**config.mk**
```make
export PLATFORM = sky130hd
export DESIGN_NAME = trap_entry_unit
export DESIGN_NICKNAME = d
export VERILOG_FILES = /design/src/rtl/trap_pkg.sv /design/src/rtl/trap_ctrl.sv /design/src/rtl/trap_regs.sv /design/src/rtl/trap_entry_unit.sv
export SDC_FILE = /design/constraint.sdc
export NUM_CORES = 1
export LEC_CHECK = 0
export BUFFER_PORTS_ARGS = -buffer_cell sky130_fd_sc_hd__buf_2
export CAP_MARGIN = 5
export CORE_MARGIN = 2
export CORE_UTILIZATION = 57
export DETAILED_ROUTE_END_ITERATION = 12
export HOLD_SLACK_MARGIN = 0.03
export PLACE_DENSITY_LB_ADDON = 0.08
export SYNTH_ARGS = -nofsm -noshare
export SYNTH_HDL_FRONTEND = slang
export SYNTH_SLANG_ARGS = --single-unit
```
**constraint.sdc**
```tcl
create_clock -name clk -period 3.8 [get_ports clk]
set_clock_uncertainty 0.05 [all_clocks]
set_input_delay 0.76 -clock clk [delete_from_list [all_inputs] [get_ports clk]]
set_output_delay 0.76 -clock clk [all_outputs]
set_load 0.1 [all_outputs]
```
**src/rtl/trap_pkg.sv**
```systemverilog
package trap_pkg;
  localparam int DW = 32;
  localparam int AW = 5;
  localparam int CW = 5;

  localparam logic [AW-1:0] ADDR_BAD   = 5'd8;
  localparam logic [AW-1:0] ADDR_STAT  = 5'd12;
  localparam logic [AW-1:0] ADDR_CAUSE = 5'd13;
  localparam logic [AW-1:0] ADDR_EPC   = 5'd14;

  localparam logic [DW-1:0] BOOT_VEC = 32'hBFC0_0000;
  localparam logic [DW-1:0] VEC_ROM  = 32'hBFC0_0180;
  localparam logic [DW-1:0] VEC_RAM  = 32'h8000_0080;

  localparam logic [CW-1:0] CODE_IRQ  = 5'd0;
  localparam logic [CW-1:0] CODE_ADRL = 5'd4;
  localparam logic [CW-1:0] CODE_ADRS = 5'd5;

  // status bit positions the control logic depends on
  localparam int ST_IEC  = 0;
  localparam int ST_IMSK = 10;
  localparam int ST_BEV  = 22;
  localparam int CA_PEND = 10;
  localparam int CA_BD   = 31;

  typedef struct packed {
    logic          enter;
    logic          recordBad;
    logic [CW-1:0] code;
    logic          popStack;
    logic          wrStatus;
    logic          wrCause;
    logic          wrEpc;
  } strobes_t;
endpackage

```
**src/rtl/trap_ctrl.sv**
```systemverilog
module trap_ctrl
  import trap_pkg::*;
#(
  parameter int IRQ_W = 11
) (
  input  logic             clk,
  input  logic             rstN,
  input  logic             excReq,
  input  logic [CW-1:0]    excCode,
  input  logic [IRQ_W-1:0] irqStatus,
  input  logic [IRQ_W-1:0] irqMask,
  input  logic             statusIe,
  input  logic             statusIm,
  input  logic             rfeReq,
  input  logic             mtcEn,
  input  logic [AW-1:0]    regAddr,
  output strobes_t         strb,
  output logic             bootCycle,
  output logic             irqPend
);
  logic bootQ;
  logic irqTake;
  logic syncTake;
  logic mtcLive;

  always_ff @(posedge clk) begin
    if (!rstN) bootQ <= 1'b1;
    else       bootQ <= 1'b0;
  end

  assign bootCycle = bootQ;
  assign irqPend   = |(irqStatus & irqMask);
  assign irqTake   = irqPend && statusIe && statusIm && !bootQ;
  assign syncTake  = excReq && !bootQ;

  always_comb begin
    strb           = '0;
    strb.enter     = irqTake || syncTake;
    strb.code      = irqTake ? CODE_IRQ : excCode;
    strb.recordBad = syncTake && !irqTake &&
                     ((excCode == CODE_ADRL) || (excCode == CODE_ADRS));
    strb.popStack  = rfeReq && !strb.enter;
    mtcLive        = mtcEn && !strb.enter;
    strb.wrStatus  = mtcLive && (regAddr == ADDR_STAT);
    strb.wrCause   = mtcLive && (regAddr == ADDR_CAUSE);
    strb.wrEpc     = mtcLive && (regAddr == ADDR_EPC);
  end
endmodule

```
**src/rtl/trap_regs.sv**
```systemverilog
module trap_regs
  import trap_pkg::*;
(
  input  logic          clk,
  input  logic          rstN,
  input  strobes_t      strb,
  input  logic          bootCycle,
  input  logic          irqPend,
  input  logic [DW-1:0] curPc,
  input  logic          inDelaySlot,
  input  logic [AW-1:0] regAddr,
  input  logic [DW-1:0] wrData,
  output logic [DW-1:0] rdData,
  output logic [DW-1:0] redirectPc,
  output logic [DW-1:0] statusQ,
  output logic [DW-1:0] causeQ,
  output logic [DW-1:0] epcQ,
  output logic [DW-1:0] badQ
);
  logic [DW-1:0] savedPc;

  assign savedPc = inDelaySlot ? (curPc - 32'd4) : curPc;

  always_ff @(posedge clk) begin
    if (!rstN) begin
      statusQ <= '0;
      causeQ  <= '0;
      epcQ    <= '0;
      badQ    <= '0;
    end else begin
      causeQ[CA_PEND] <= irqPend;
      if (strb.enter) begin
        statusQ[5:0]   <= {statusQ[3:0], 2'b00};
        causeQ[CA_BD]  <= inDelaySlot;
        causeQ[7:0]    <= {1'b0, strb.code, 2'b00};
        epcQ           <= savedPc;
        if (strb.recordBad) badQ <= curPc;
      end else begin
        if (strb.popStack) statusQ[3:0] <= statusQ[5:2];
        if (strb.wrStatus) statusQ      <= wrData;
        if (strb.wrCause)  causeQ[9:8]  <= wrData[9:8];
        if (strb.wrEpc)    epcQ         <= wrData;
      end
    end
  end

  always_comb begin
    if (bootCycle)             redirectPc = BOOT_VEC;
    else if (statusQ[ST_BEV])  redirectPc = VEC_ROM;
    else                       redirectPc = VEC_RAM;
  end

  always_comb begin
    unique case (regAddr)
      ADDR_STAT:  rdData = statusQ;
      ADDR_CAUSE: rdData = causeQ;
      ADDR_EPC:   rdData = epcQ;
      ADDR_BAD:   rdData = badQ;
      default:    rdData = '0;
    endcase
  end
endmodule

```
**src/rtl/trap_entry_unit.sv**
```systemverilog
module trap_entry_unit
  import trap_pkg::*;
#(
  parameter int IRQ_W = 11
) (
  input  logic             clk,
  input  logic             rstN,
  input  logic [31:0]      curPc,
  input  logic             inDelaySlot,
  input  logic             excReq,
  input  logic [4:0]       excCode,
  input  logic [IRQ_W-1:0] irqStatus,
  input  logic [IRQ_W-1:0] irqMask,
  input  logic             rfeReq,
  input  logic             mtcEn,
  input  logic [4:0]       regAddr,
  input  logic [31:0]      wrData,
  output logic [31:0]      rdData,
  output logic             redirect,
  output logic [31:0]      redirectPc
);
  strobes_t      strb;
  logic          bootCycle;
  logic          irqPend;
  logic          enterNow;
  logic [DW-1:0] statusQ;
  logic [DW-1:0] causeQ;
  logic [DW-1:0] epcQ;
  logic [DW-1:0] badQ;

  trap_ctrl #(.IRQ_W(IRQ_W)) u_ctrl (
    .clk       (clk),
    .rstN      (rstN),
    .excReq    (excReq),
    .excCode   (excCode),
    .irqStatus (irqStatus),
    .irqMask   (irqMask),
    .statusIe  (statusQ[ST_IEC]),
    .statusIm  (statusQ[ST_IMSK]),
    .rfeReq    (rfeReq),
    .mtcEn     (mtcEn),
    .regAddr   (regAddr),
    .strb      (strb),
    .bootCycle (bootCycle),
    .irqPend   (irqPend)
  );

  trap_regs u_regs (
    .clk         (clk),
    .rstN        (rstN),
    .strb        (strb),
    .bootCycle   (bootCycle),
    .irqPend     (irqPend),
    .curPc       (curPc),
    .inDelaySlot (inDelaySlot),
    .regAddr     (regAddr),
    .wrData      (wrData),
    .rdData      (rdData),
    .redirectPc  (redirectPc),
    .statusQ     (statusQ),
    .causeQ      (causeQ),
    .epcQ        (epcQ),
    .badQ        (badQ)
  );

  assign enterNow = strb.enter;
  assign redirect = bootCycle || enterNow;
endmodule

```
==> flow_summary.ini, run 1 <==
[global_route]
overflow = 0
grt_pass1_wl_um = 27700
first_global_vias = 5555
grt_max_degree = 99
antenna_found_initial = 0
grt.total_usage_pct = 30.8

[critical_path]
required_ps = 2990
timing.rr.start = u_regs.statusQ[0]$_SDFFE_PP0P_
crit_arrival_ps = 2250
cp-endpoint = redirect
reg2reg_to = u_regs.statusQ[8]$_SDFFE_PN0P_
critPathMaxFanout = 4
reg2regPathDepth = 6
worstSetupEndpointType = output pin
crit_start = irqStatus[6]
startpoint_type = primary input
path_class = primary input to output pin
r2r_slack_ps = 1900

[synth]
synth_most_common_cell = dfxtp_1
yosysTopAreaCell = dfxtp_1
synth_fa_ha_area_share_pct = 0.212
synth_top_area_share_pct = 36.0
synth_mux_area_share_pct = 4.84
synth_simple_gate_area_share_pct = 22.5
synth-compound-area-share_pct = 22.4
syn-cell-area_um2 = 5890
synth-edff-count = 0
yosysSeqAreaShare_pct = 36.0
yosysWarnings = 0
synth_area_per_cell_um2 = 8.30
synth_cell_types = 51
synth-xor-area-share_pct = 4.16
synth_cells = 710
synth_area_leaders = dfxtp_1 36%, or3b_2 4.8%, nand2_1 4.3%, a21oi_1 4.2%, mux2i_1 4.1%
synth_common_cells = 106 x dfxtp_1, 68 x nand2_1, 50 x clkbuf_1
synth_flop_cell = dfxtp_1
ys_seq_elements = 106
synth_top_family_by_area = simple AND/OR/NAND/NOR gates
synthArstFlopShare_pct = 0

[cells_and_area]
areaGrowthSynthToFinish_pct = 23.1
n_antenna_cell = 0
drive_gt1_share_pct = 28.1
finalNetCount = 909
finalInstanceArea_um2 = 7250

[timing]
max_slew_margin_pct = 43.2
fin_crit_ps = 3060
worstMarginPinSlew_ps = 850
finalHoldViolCount = 0
grt_setup_unrepaired = no
clock.fmax_mhz = 326
drv_slew = 0
period_share_pct = 80.6
setup_viol = 0
setup-tns-final_ps = 0

[power]
peakVddDrop_v = 0.000224
p_leak_nw = 3.11
cellPowerDensity_nw_per_um2 = 325

[floorplanning]
boundaryPins = 167
dieArea_um2 = 11200
num_rows = 37
start_util_pct = 57.9
dieWidth_um = 106
core_area_um2 = 10200
die_h_um = 106

[route]
wirelength_um = 17100
vias = 5746
drcViolationCount = 0
viasPerCell = 6.07
dr.pass1.iters = 9
drtIter0Drc = 518
wl_per_cell_um = 18.1
ant_nets = 0

[placement]
routabilityCongestion = 0.850
place_area_um2 = 7040
io_buffers = 144
hpwlAfterDp_um = 11200

[cts]
clkSinkCount = 106
clk_path_buf_depth = 2
h-tree-depth = 3
clk_latency_ps = 380
cts.clk_slew.worst_paths_ps = 90
post_cts_buffers = 0
cts.hold.buffers_added = 0
cts_buffers = 9
cts-resized-gates = 0
cts_tree = built
clockRootBuffer = clkbuf_8

[min_path]
min-delay-start = u_regs.causeQ[8]$_SDFFE_PN0P_
hold_class = flop to flop

[outcome]
outcome = finished clean

[job]
cap_violations = 0
per-stage QoR:
stage / std cells / setup slack [ps] / hold slack (ps) / total power, W / utilization (%)
after detailed placement: 931 / 724 / 401 / 0.00162 / 69.1
after global routing: 946 / 651 / 438 / 0.00245 / 71.2
after global placement: 931 / 775 / 394 / 0.00161 / 69.1
after CTS: 946 / 726 / 419 / 0.00237 / 71.2
after floorplan: 730 / 356 / 384 / 0.00151 / -
final: 946 / 737 / 417 / 0.00236 / 71.2
kinds of logic after synthesis:
family                     Yosys count
other                                2
buffers and inverters              119
muxes                               28
adders and majority gates            1
AOI/OAI and AO/OA                  196
DFF                                106
and+or+nand+nor                    230
xor gates and xnor gates            28
report_power, final:
group,switching [W],internal (W)
clock,0.000388,0.000373
sequential,0.0000209,0.00115
combinational,0.000313,0.000120
total,0.000722,0.00164
cells in the final DEF, fill, tap and decap left out, drive strengths merged, types with 3 or more instances in the layout:
cell type | netlist | routed
or3 | 4 | 4
a211oi | 3 | 3
or2 | 3 | 3
a222oi | 23 | 23
xor2 | 23 | 23
a311oi | 13 | 13
nand4 | 26 | 26
a22oi | 23 | 23
nand3b | 3 | 3
inv | 27 | 29
o21a | 15 | 15
nand2 | 68 | 68
a22o | 5 | 5
dfxtp | 106 | 106
nor3b | 3 | 3
nand4b | 3 | 3
nor2 | 28 | 28
nand3 | 23 | 23
clkbuf | 53 | 10
o211a | 7 | 7
mux2i | 24 | 24
mux2 | 4 | 4
o21ai | 57 | 57
buf | 39 | 157
or3b | 32 | 32
xnor2 | 5 | 5
a21oi | 49 | 49
nor4 | 10 | 10
conb | 2 | 22
nor3 | 15 | 15
layer usage:
layer | track usage [%] | share of wire [%] | vias up | wire [µm]
li1 | - | - | 2739 | -
met1 | 42.0 | 42 | 2677 | 7140
met2 | 49.4 | 47 | 300 | 8010
met3 | 5.75 | 9.6 | 30 | 1640
met4 | 9.96 | 1.9 | 0 | 322
met5 | 0 | 0 | - | 0
worst min path at each step:
stage,end,slack [ps],cells past startpoint
2_1_floorplan,u_regs.causeQ[8]$_SDFFE_PN0P_,380,2
3_3_place_gp,u_regs.causeQ[8]$_SDFFE_PN0P_,390,2
3_5_place_dp,u_regs.statusQ[9]$_SDFFE_PN0P_,400,2
4_1_cts,u_regs.causeQ[8]$_SDFFE_PN0P_,420,2
5_1_grt,u_regs.statusQ[23]$_SDFFE_PN0P_,440,2
6_report,u_regs.causeQ[8]$_SDFFE_PN0P_,420,2
flip-flops by register name (all words and copies together) (netlist names):
signal	count
u_ctrl.bootCycle	1
u_regs.causeQ	9
u_regs.epcQ	32
u_regs.badQ	32
u_regs.statusQ	32
worst max-delay path, cell delays in order:
cell and delay (ps):
buf_2 100, a22oi_1 180, nand4_1 300, o211a_1 320, or3_1 300, buf_2 300
final cells by class:
type / count / area, µm²
Clock inverter: 5 / 85.1
Inverter: 27 / 101
Multi-Input combinational cell: 505 / 3310
Timing Repair Buffer: 157 / 1340
Sequential cell: 106 / 2120
Clock buffer: 10 / 128
Fill cell: 839 / 2930
Tap cell: 136 / 170
Note: power is estimated with default switching activity, not from simulation.
==> run 2: changes to the inputs <==
Settings changed: CORE_UTILIZATION 57 to 53.
Clock period 3.8 ns to 3.1 ns, I/O delays scaled along.
==> flow_summary.ini, run 2 (synthesis gave the netlist of run 1 again) <==
[route]
wl_per_cell_um = 18.6
dr.pass1.iters = 8
viasPerCell = 6.12
vias = 5860
drcViolationCount = 0
wirelength_um = 17800
drtIter0Drc = 739
ant_nets = 0

[critical_path]
crit_start = regAddr[4]
crit_top_cell = buf_12
path_buf_inv = 4
cp_top_family = buffers and inverters
path_class = primary input to output pin
critPathSlowestCell = nor3b_2
critPathMaxFanout = 44
crit_arrival_ps = 2100
worstPathCellList = buf_2 -> nand3b_1 -> nor3b_2 -> buf_12 -> a222oi_1 -> inv_1 -> buf_12
max_stage_delay_ps = 350
startpoint_type = primary input
worstSetupEndpointType = output pin
timing.rr.start = u_regs.statusQ[0]$_SDFFE_PP0P_
required_ps = 2430

[global_route]
gr-usage-met1_pct = 40.9
grtUsageMet3_pct = 6.94
grt_max_degree = 73
first_global_vias = 5618
overflow = 0
grt_pass1_wl_um = 28400
use_met2_pct = 48.4
grt.total_usage_pct = 30.5
antenna_found_initial = 0
top_usage_layer = met2

[floorplanning]
core_area_um2 = 10800
start_util_pct = 54.4
dieArea_um2 = 12000
dieWidth_um = 109
num_rows = 38
boundaryPins = 167
die_h_um = 109

[timing]
finalHoldViolCount = 0
setup_viol = 0
setup-tns-final_ps = 0
grt_setup_unrepaired = no
worstMarginPinSlew_ps = 716
fin_crit_ps = 2770
max_slew_margin_pct = 52.3
drv_slew = 0
period_share_pct = 89.3
clock.fmax_mhz = 361

[cells_and_area]
finalNonFillerCells = 958
layout_common_cells = 112 x buf_2, 106 x dfxtp_1, 68 x nand2_1, 49 x a21oi_1, 47 x o21ai_0
n_antenna_cell = 0
final_common_cell = buf_2
reg.largest.list = u_regs.badQ x32, u_regs.epcQ x32, u_regs.statusQ x32
multiInputGateArea_um2 = 3310
finalNetCount = 916
drive_gt1_share_pct = 30.2
fillers = 925
areaGrowthSynthToFinish_pct = 24.7
final-seq-area_um2 = 2120

[min_path]
hold_class = primary input to flop
min-delay-start = excCode[0]

[cts]
cts.clk_slew.worst_paths_ps = 100
cts_buffers = 9
h-tree-depth = 3
clk_path_buf_depth = 2
cts.hold.buffers_added = 0
post_cts_buffers = 0
cts-resized-gates = 0
clockRootBuffer = clkbuf_8
clk_latency_ps = 390
cts_tree = built
clkSinkCount = 106

[placement]
io_buffers = 144
dp.cells = 942
routabilityCongestion = 0.869
hpwlAfterDp_um = 11900

[power]
p_leak_nw = 3.12
cellPowerDensity_nw_per_um2 = 389
peakVddDrop_v = 0.000311

[job]
cap_violations = 0

[outcome]
outcome = finished clean
[run 2: changes by cell type in the layout (fill, tap and decap cells not counted)]
cell       before  now
buf_12         35   39
clkinv_2        0    1
inv_2           1   11
clkbuf_1        1    0
inv_1          26   16
buf_4          10   13
bufinv_16       2    1
clkinv_4        0    2
[run 2: final cells by class]
class / instances / area share, %
clock buffers: 9 / 1.69
clock inverters: 7 / 1.06
inverters: 27 / 1.38
multi-input cells: 505 / 45.1
flip-flops and latches: 106 / 28.9
well taps: 140 / 2.38
repair buffers: 164 / 19.6
[run 2: worst reg2reg max path: stages (launching register included)]
cell     delay, ps
dfxtp_1        500
a21oi_1        110
nor2_1         180
o31ai_4        140
buf_4          250
and2_1         260
a22o_1         250
[run 2: routing by layer]
layer  part of all wire, %  vias to the layer above  wire [µm]
li1                      -                     2749          -
met1                    41                     2756       7310
met2                    47                      325       8330
met3                    10                       30       1800
met4                   1.9                        0        343
met5                     0                        -          0
[run 2: worst paths after layout]
path | endpoint | slack, ps | cells after the start
max reg2reg | u_regs.causeQ[2]$_SDFFE_PN0N_ | 1260 | 6
min reg2reg | u_regs.statusQ[20]$_SDFFE_PN0P_ | 410 | 2
max | rdData[17] | 330 | 7
min | u_regs.causeQ[2]$_SDFFE_PN0N_ | 400 | 2
[run 2: power breakdown]
part           internal (W)  leakage [nW]  switching [W]
Clock              0.000381         0.100       0.000509
Sequential          0.00140         0.863      0.0000270
Combinational      0.000151          2.16       0.000388
[run 2: stage by stage]
stage	setup slack (ps)	cell area, µm²	utilization [%]	hold WS (ps)	power [W]
global route	198	7350	67.8	391	0.00297
global placement	421	7150	66.0	394	0.00198
floorplan	129	5970	-	384	0.00185
detailed placement	338	7150	66.0	404	0.00199
finish	330	7350	67.8	398	0.00286
CTS	336	7350	67.8	395	0.00287
==> run 3: changes to the inputs <==
Settings changed: PLACE_DENSITY set to 0.81, PLACE_DENSITY_LB_ADDON 0.08 to not set.
==> flow_summary.ini, run 3 (synthesis gave the netlist of run 1 again) <==
[cells_and_area]
fillers = 861
utilization_pct = 67.3
finalInstanceArea_um2 = 7290
n_antenna_cell = 0
drive_gt1_share_pct = 30.0
final_common_cell = buf_2
final-seq-area_um2 = 2120
finalNetCount = 914
reg.largest.list = u_regs.badQ x32, u_regs.epcQ x32, u_regs.statusQ x32
layout_common_cells = 113 x buf_2, 106 x dfxtp_1, 68 x nand2_1, 49 x a21oi_1, 47 x o21ai_0
areaGrowthSynthToFinish_pct = 23.7
multiInputGateArea_um2 = 3310

[cts]
cts.hold.buffers_added = 0
h-tree-depth = 3
cts-resized-gates = 0
cts_tree = built
clkSinkCount = 106
cts.clk_slew.worst_paths_ps = 100
clk_latency_ps = 370
post_cts_buffers = 0
cts_buffers = 9
clockRootBuffer = clkbuf_8
clk_path_buf_depth = 2

[placement]
routabilityCongestion = 0.849
hpwlAfterDp_um = 11800
io_buffers = 144
place_area_um2 = 7090

[route]
drtIter0Drc = 674
dr.pass1.iters = 8
wirelength_um = 17700
wl_per_cell_um = 18.5
drcViolationCount = 0
vias = 5977
ant_nets = 0
viasPerCell = 6.25

[timing]
grt_setup_unrepaired = no
period_share_pct = 94.0
max_slew_margin_pct = 54.4
clock.fmax_mhz = 343
worstMarginPinSlew_ps = 684
finalHoldViolCount = 0
setup-tns-final_ps = 0
fin_crit_ps = 2910
drv_slew = 0
setup_viol = 0
fin_hold_ws_ps = 414

[global_route]
antenna_found_initial = 0
first_global_vias = 5626
grt_pass1_wl_um = 27700
grt.total_usage_pct = 29.0
overflow = 0
grt_max_degree = 99

[critical_path]
worstPathCellList = buf_2 -> nand3b_1 -> nor3b_2 -> buf_12 -> a222oi_1 -> inv_2 -> buf_2
critPathSlowestCell = buf_2
crit_arrival_ps = 2240
reg2regPathDepth = 6
critPathMaxFanout = 49
path_class = primary input to output pin
reg2reg_to = u_regs.badQ[12]$_SDFFE_PN0P_
r2r_slack_ps = 1230
worstSetupEndpointType = output pin
path_buf_inv = 4
required_ps = 2430
max_stage_delay_ps = 420
crit_top_cell = buf_2
startpoint_type = primary input
cp_top_family = buffers and inverters
timing.rr.start = u_ctrl.bootCycle$_DFF_P_

[floorplanning]
dieWidth_um = 109
num_rows = 38
core_area_um2 = 10800
boundaryPins = 167
start_util_pct = 54.4
die_h_um = 109
dieArea_um2 = 12000

[power]
peakVddDrop_v = 0.000306
p_total_w = 0.00283
p_leak_nw = 3.10
cellPowerDensity_nw_per_um2 = 388

[min_path]
min-delay-start = excCode[0]
hold_class = primary input to flop
hold_path_end = u_regs.causeQ[2]$_SDFFE_PN0N_
min_delay_path_depth = 2

[job]
cap_violations = 0

[outcome]
outcome = finished clean
run 3: cell types whose count changed in the layout (fill, tap and decap cells not counted), sizes merged:
cell | before | now
bufinv | 1 | 0
clkinv | 3 | 1
clkinvlp | 1 | 2
clkbuf | 9 | 11
buf | 164 | 162
run 3: per-stage QoR:
stage | std cells | setup WS (ps)
after floorplan | 730 | 129
after global placement | 940 | 277
after detailed placement | 940 | 218
after CTS | 956 | 204
after global routing | 956 | 137
final | 956 | 187
run 3: where the power goes:
group	total (W)	switching (W)	internal (W)	leakage [nW]
Sequential	0.00143	0.0000267	0.00141	0.863
Clock	0.000861	0.000511	0.000350	0.0956
Combinational	0.000534	0.000385	0.000149	2.14
Total	0.00283	0.000923	0.00190	3.10
run 3: per-layer routing:
metal | up-vias | wire (µm) | GRT usage, %
met5 | - | 0 | 0
met4 | 0 | 403 | 10.1
met3 | 47 | 1560 | 3.56
met2 | 366 | 8720 | 49.4
met1 | 2826 | 7040 | 38.0
li1 | 2738 | - | -
run 3: cell type report:
cell class | count | share of cell area, %
Clock buffer | 11 | 2.08
Clock inverter | 5 | 0.635
Inverter | 27 | 1.39
Multi-Input combinational cell | 505 | 45.4
Sequential cell | 106 | 29.1
Tap cell | 140 | 2.40
Timing Repair Buffer | 162 | 19.0
run 3: worst max path at each step:
| stage | startpoint | endpoint | slack (ps) | depth (start not counted) |
|---|---|---|---|---|
| finish | regAddr[4] | rdData[12] | 190 | 7 |
| global route | regAddr[4] | rdData[12] | 140 | 7 |
| CTS | regAddr[4] | rdData[12] | 200 | 7 |
| detailed placement | regAddr[4] | rdData[12] | 220 | 7 |
| global placement | regAddr[4] | rdData[12] | 280 | 7 |
| floorplan | regAddr[4] | rdData[10] | 130 | 4 |
